--- src/rtl/pd_pkg.sv ---
// Shared types for the dual-mode phase detector.
package pd_pkg;
    typedef enum logic {
        PD_MODE_XOR   = 1'b0,
        PD_MODE_LATCH = 1'b1
    } pd_mode_e;
endpackage

--- src/rtl/pd_sync.sv ---
// pd_sync: multi-flop synchroniser for a bus of independent single-bit
// asynchronous signals. Assumes each bit may be sampled on its own; no
// coherence between bits is promised. Output resets to zero.
module pd_sync #(
    parameter int W      = 1,
    parameter int STAGES = 2
) (
    input  logic         clk,
    input  logic         rst_n,
    input  logic [W-1:0] d,
    output logic [W-1:0] q
);
    logic [W-1:0] stg [STAGES];

    // Shift the asynchronous inputs through the flop chain.
    always_ff @(posedge clk) begin
        if (!rst_n) begin
            for (int i = 0; i < STAGES; i++) stg[i] <= '0;
        end else begin
            stg[0] <= d;
            for (int i = 1; i < STAGES; i++) stg[i] <= stg[i-1];
        end
    end

    assign q = stg[STAGES-1];
endmodule

--- src/rtl/pd_compare.sv ---
// pd_compare: the two comparison methods and the registered error output.
// Assumes ref_s and fb_s are already synchronous to clk. The mode input
// is quasi-static configuration and is used directly.
module pd_compare
    import pd_pkg::*;
(
    input  logic     clk,
    input  logic     rst_n,
    input  pd_mode_e mode,
    input  logic     ref_s,
    input  logic     fb_s,
    output logic     err_q
);
    // Compute the next error value for the selected method.
    always_ff @(posedge clk) begin
        if (!rst_n) begin
            err_q <= 1'b0;
        end else begin
            unique case (mode)
                PD_MODE_XOR:   err_q <= ref_s ^ fb_s;
                PD_MODE_LATCH: begin
                    if (ref_s)      err_q <= 1'b1;
                    else if (fb_s)  err_q <= 1'b0;
                end
                default:       err_q <= 1'b0;
            endcase
        end
    end


    set_dominance_chk: assert property (@(posedge clk) disable iff (!rst_n)
        (mode == PD_MODE_LATCH && ref_s) |=> err_q);

    latch_clear_chk: assert property (@(posedge clk) disable iff (!rst_n)
        (mode == PD_MODE_LATCH && fb_s && !ref_s) |=> !err_q);

    latch_hold_chk: assert property (@(posedge clk) disable iff (!rst_n)
        (mode == PD_MODE_LATCH && !fb_s && !ref_s) |=> $stable(err_q));

    xor_follow_chk: assert property (@(posedge clk) disable iff (!rst_n)
        (mode == PD_MODE_XOR && ref_s == fb_s) |=> !err_q);
endmodule

--- src/rtl/pd_duty.sv ---
// pd_duty: measures the error high-time over each feedback period.
// Assumes fb_s is synchronous to clk. Counters saturate rather than wrap.
// Reports at the cycle after a feedback rising edge is seen.
module pd_duty #(
    parameter int CNT_W = 12
) (
    input  logic             clk,
    input  logic             rst_n,
    input  logic             fb_s,
    input  logic             err,
    output logic [CNT_W-1:0] period_o,
    output logic [CNT_W-1:0] high_o,
    output logic             valid_o
);
    localparam logic [CNT_W-1:0] CNT_MAX = {CNT_W{1'b1}};

    logic             fb_d;
    logic [CNT_W-1:0] per_acc;
    logic [CNT_W-1:0] hi_acc;
    logic [CNT_W-1:0] per_next;
    logic [CNT_W-1:0] hi_next;
    logic             fb_rise;

    // Saturating totals including the current cycle.
    always_comb begin
        per_next = (per_acc == CNT_MAX) ? CNT_MAX : per_acc + 1'b1;
        hi_next  = (err && hi_acc != CNT_MAX) ? hi_acc + 1'b1 : hi_acc;
        fb_rise  = fb_s && !fb_d;
    end

    // Accumulate within a period, report and restart on a feedback rise.
    always_ff @(posedge clk) begin
        if (!rst_n) begin
            fb_d     <= 1'b0;
            per_acc  <= '0;
            hi_acc   <= '0;
            period_o <= '0;
            high_o   <= '0;
            valid_o  <= 1'b0;
        end else begin
            fb_d    <= fb_s;
            valid_o <= fb_rise;
            if (fb_rise) begin
                period_o <= per_next;
                high_o   <= hi_next;
                per_acc  <= '0;
                hi_acc   <= '0;
            end else begin
                per_acc  <= per_next;
                hi_acc   <= hi_next;
            end
        end
    end


    valid_single_chk: assert property (@(posedge clk) disable iff (!rst_n)
        valid_o |=> !valid_o);

    high_le_period_chk: assert property (@(posedge clk) disable iff (!rst_n)
        valid_o |-> (high_o <= period_o));

    report_stable_chk: assert property (@(posedge clk) disable iff (!rst_n)
        !fb_rise |=> $stable(period_o) && $stable(high_o));
endmodule

--- src/rtl/phase_detector_dual.sv ---
// phase_detector_dual: synchronises reference and feedback, compares them
// by XOR or set-dominant latch, and measures the error duty per feedback
// period. Assumes clk is much faster than either compared signal.
module phase_detector_dual
    import pd_pkg::*;
#(
    parameter int CNT_W       = 12,
    parameter int SYNC_STAGES = 2
) (
    input  logic             clk,
    input  logic             rst_n,
    input  logic             mode_sel,
    input  logic             ref_in,
    input  logic             fb_in,
    output logic             err_out,
    output logic [CNT_W-1:0] period_cnt,
    output logic [CNT_W-1:0] high_cnt,
    output logic             meas_valid
);
    logic [1:0] sync_q;
    pd_mode_e   mode;

    assign mode = pd_mode_e'(mode_sel);

    pd_sync #(.W(2), .STAGES(SYNC_STAGES)) u_sync (
        .clk   (clk),
        .rst_n (rst_n),
        .d     ({ref_in, fb_in}),
        .q     (sync_q)
    );

    pd_compare u_cmp (
        .clk   (clk),
        .rst_n (rst_n),
        .mode  (mode),
        .ref_s (sync_q[1]),
        .fb_s  (sync_q[0]),
        .err_q (err_out)
    );

    pd_duty #(.CNT_W(CNT_W)) u_duty (
        .clk      (clk),
        .rst_n    (rst_n),
        .fb_s     (sync_q[0]),
        .err      (err_out),
        .period_o (period_cnt),
        .high_o   (high_cnt),
        .valid_o  (meas_valid)
    );


    reset_clear_chk: assert property (@(posedge clk)
        !rst_n |=> (!err_out && !meas_valid && period_cnt == '0 && high_cnt == '0));
endmodule

--- config.mk ---
export PLATFORM = sky130hd
export DESIGN_NAME = phase_detector_dual
export DESIGN_NICKNAME = d
export VERILOG_FILES = /design/src/rtl/pd_pkg.sv /design/src/rtl/pd_sync.sv /design/src/rtl/pd_compare.sv /design/src/rtl/pd_duty.sv /design/src/rtl/phase_detector_dual.sv
export SDC_FILE = /design/constraint.sdc
export NUM_CORES = 1
export LEC_CHECK = 0
export ABC_AREA = 1
export BUFFER_PORTS_ARGS = -buffer_cell sky130_fd_sc_hd__buf_2
export CAP_MARGIN = 20
export CORE_MARGIN = 3
export CORE_UTILIZATION = 56
export DETAILED_ROUTE_END_ITERATION = 6
export MAX_ROUTING_LAYER = met4
export PLACE_DENSITY = 0.78
export SLEW_MARGIN = 10
export SYNTH_ARGS = -nofsm -noshare
export SYNTH_HDL_FRONTEND = slang
export SYNTH_HIERARCHICAL = 1
export SYNTH_SLANG_ARGS = --single-unit
--- constraint.sdc ---
create_clock -name clk -period 1.58 [get_ports clk]
set_input_delay 0.079 -clock clk [delete_from_list [all_inputs] [get_ports clk]]
set_output_delay 0.079 -clock clk [all_outputs]
set_load 0.02 [all_outputs]
==> impl_results.md <==
* WP data required at around 1800 ps
* Max VDD drop at 0.625 mV
* # nets final at 379
* CP Launch Type: register
* Area occupied by multi-input gates at between 1000 and 1500 um2
* Least-Margin Pin Slew at between 600 and 700 ps
* Sink Count at 55
* TritonCTS clock tree: built
* Min Tclk post-route at approximately 1500 ps
* Slew margin rel. at between 50 and 60%
* Max Buffers Root-to-Sink at 2
* Setup slack, reg-to-reg at 40 ps
* Post-Syn Instances at 330
* Clk Tree Root Cell: clkbuf_8
* Flops & latches, synth at 55
* First-pass GRT wire length at between 8000 and 9000 um
* Fill cells at 322
* Synth area leaders: dfxtp_1, nand2_1, inv_1
* Buffers on Ports at 30
* Worst Hold Path Cells at 4
* Row count at 23
* Yosys top cell by area: dfxtp_1
* Die height at ~71 um
* Diodes inserted at 0
* Setup CP Type: register to register
* Netlist Area Pre-Place at 2370 um2
* Power Density at between 800 and 900 nW/um2
* Vias per inst at a little over 5
* Clk_lat worst skew at 320 ps
* Yosys warnings at 6
* Clk_skew at 9.39 ps
* DP Wirelength at around 3400 um
* Sequential-to-total area share from yosys stat at ~46%
* Worst reg2reg startpoint: u_duty/hi_acc[0]
* Htree depth at 2
* Clock-pin slew on the worst setup and hold paths at about 100 ps
* Setup crit end kind: register
* Vias in the first global route at approximately 2000
* CTS buffer count at 5
* Total power at 2350 uW
* FF-to-FF path depth at 9
* Layout cells sized above 1 at between 15 and 20%
* Syn-to-layout area delta at 17.8%
* I/O Pins at 31
* Worst-path maximum fanout at 8
* Mean post-synth cell area at between 7 and 8 um2
* Routed vias at ~2100
* Routed WL per cell at 12.3 um
* Final Max Slew Viols at 0
* Finished Layout Cells at ~420
* Most common cell after layout, fill and taps aside: nand2_1
* Die ar. at 5060 um2
* Placed cells at between 400 and 500
* Initial DRC count at 214
* Core Footprint at 4060 um2
* Worst Hold Launch: rst_n
* Achievable frequency at between 600 and 700 MHz
* Yosys cell types at 28
* # setup viols final at 0
* Lkg Pwr at between 0.001 and 0.0015 uW
* Largest net degree at the start of global routing at 30
* Total iterations of the first detailed-routing run at 4
* Syn Nets at between 300 and 400
* Max-cap viol count at 0
* Initial Util at 58.5%
* Post-DRT Antenna Nets at 0
* Total gr overflow at 0
* Synth top area share at between 40% and 50%
* Antenna violations before repair at 0
* Commonest non-fill, non-tap cells in the layout: nand2_1, dfxtp_1, inv_1, buf_2, nor2_1
* FF-to-FF End: u_duty/high_o[4]
* DRC at 0
* Fin. Hold Viols at 0
* WP data arrival at 1810 ps
* Final TNS setup at 0 ps
* Final cycle utilization of the critical path at 97.7%
* Setup crit end: u_duty/high_o[4]
* DP Area at 2580 um2
* Die X at slightly above 70 um
* Gpl congestion at approximately 0.84
* Design area at about 2800 um2
* Worst min-delay path category: input port to register
* Status: complete, no violations
* CP startpoint: u_duty/hi_acc[0]
* All-Layer GR Usage at between 20% and 30%
* Drt total wl at about 5200 um
* Reg area at between 1000 and 1500 um2
-- state kept, by name, summed over array words and instances (netlist names) --
name             cells
u_duty/hi_acc       12
u_duty/high_o       12
u_duty/per_acc      12
u_duty/period_o     12
u_sync/stg           4
u_cmp/err_q          1
u_duty/fb_d          1
u_duty/valid_o       1
-- critical path: stages, from the launching register on --
cell	delay (ps)
dfxtp_2	370
ha_4	160
nand3_4	100
nor2_4	220
nand3_4	160
nand2_2	150
nand2_1	90
nand2_1	100
nand2_1	70
nand2_1	90
-- cell type report --
class	count	share of cell area, %
multi-input cells	230	40.4
flip-flops and latches	55	39.5
inverters	36	4.83
clock inverters	3	0.805
well taps	50	2.24
clock buffers	5	2.46
repair buffers	44	9.75
-- through the flow --
stage / util, % / setup slack [ps] / hold slack (ps)
floorplan: - / 196 / 172
global placement: 63.5 / -167 / 262
detailed placement: 63.5 / -298 / 273
CTS: 67.1 / 33.7 / 91.9
global route: 68.9 / -46.2 / 120
finish: 68.9 / 36.4 / 92.7
-- how the worst min path moves through the flow --
stage                     slack (ps)          endpoint
after floorplan                  170  u_sync/stg[0][0]
after global placement           260  u_sync/stg[0][0]
after detailed placement         270  u_sync/stg[0][0]
after CTS                         90  u_sync/stg[0][0]
after global routing             120  u_sync/stg[0][1]
final                             90  u_sync/stg[0][0]
-- report_power, final --
| part | switching [uW] | leakage (uW) | total [uW] | internal [uW] |
|---|---|---|---|---|
| sequential | 14.1 | 0.000446 | 1420 | 1410 |
| clock | 482 | 0.0000485 | 800 | 319 |
| combinational | 82.8 | 0.000886 | 130 | 47.7 |
-- Yosys cell counts --
cell	count
xnor2_1	4
buf_6	2
or2_2	1
nor3_1	2
nand3_2	4
nand2_4	1
nand3_4	1
nand3_1	23
nor2_2	1
nor2_4	1
clkbuf_1	3
nand2_1	127
dfxtp_1	55
xor2_1	4
ha_1	2
buf_2	4
o21bai_1	1
nor3_4	1
buf_1	1
o21ai_0	6
buf_4	2
nand2_2	1
nand4_1	4
nand3b_2	1
inv_1	36
nand3b_1	2
a21oi_1	12
nor2_1	28
-- logic make-up (layout without fill, tap and decap cells) --
| group | count (synthesis) | in the layout | share of synthesized area [%] |
|---|---|---|---|
| flops | 55 | 55 | 46.4 |
| xor+xnor | 8 | 8 | 2.95 |
| simple gates | 198 | 201 | 36.8 |
| compound gates | 19 | 19 | 4.11 |
| buf+inv | 48 | 88 | 8.75 |
| fa+ha+maj | 2 | 2 | 1.05 |
-- layer usage --
layer	GRT usage, %	vias to the layer above	part of all wire, %
met2	34.3	49	46
met4	8.14	0	1.4
li1	-	1109	-
met3	3.55	5	4.4
met5	-	-	0
met1	26.4	965	48
-- what timing repair did --
item                                    CTS  global route
endpoints found under the hold margin     2             0
pin swaps                                 1             4
gates cloned                              1             2
resized for setup                         2             8
setup buffers                             2             2
hold buffers                              2             0
endpoints found under the setup margin   33            45
No activity file was read; power rests on OpenSTA's default activity.
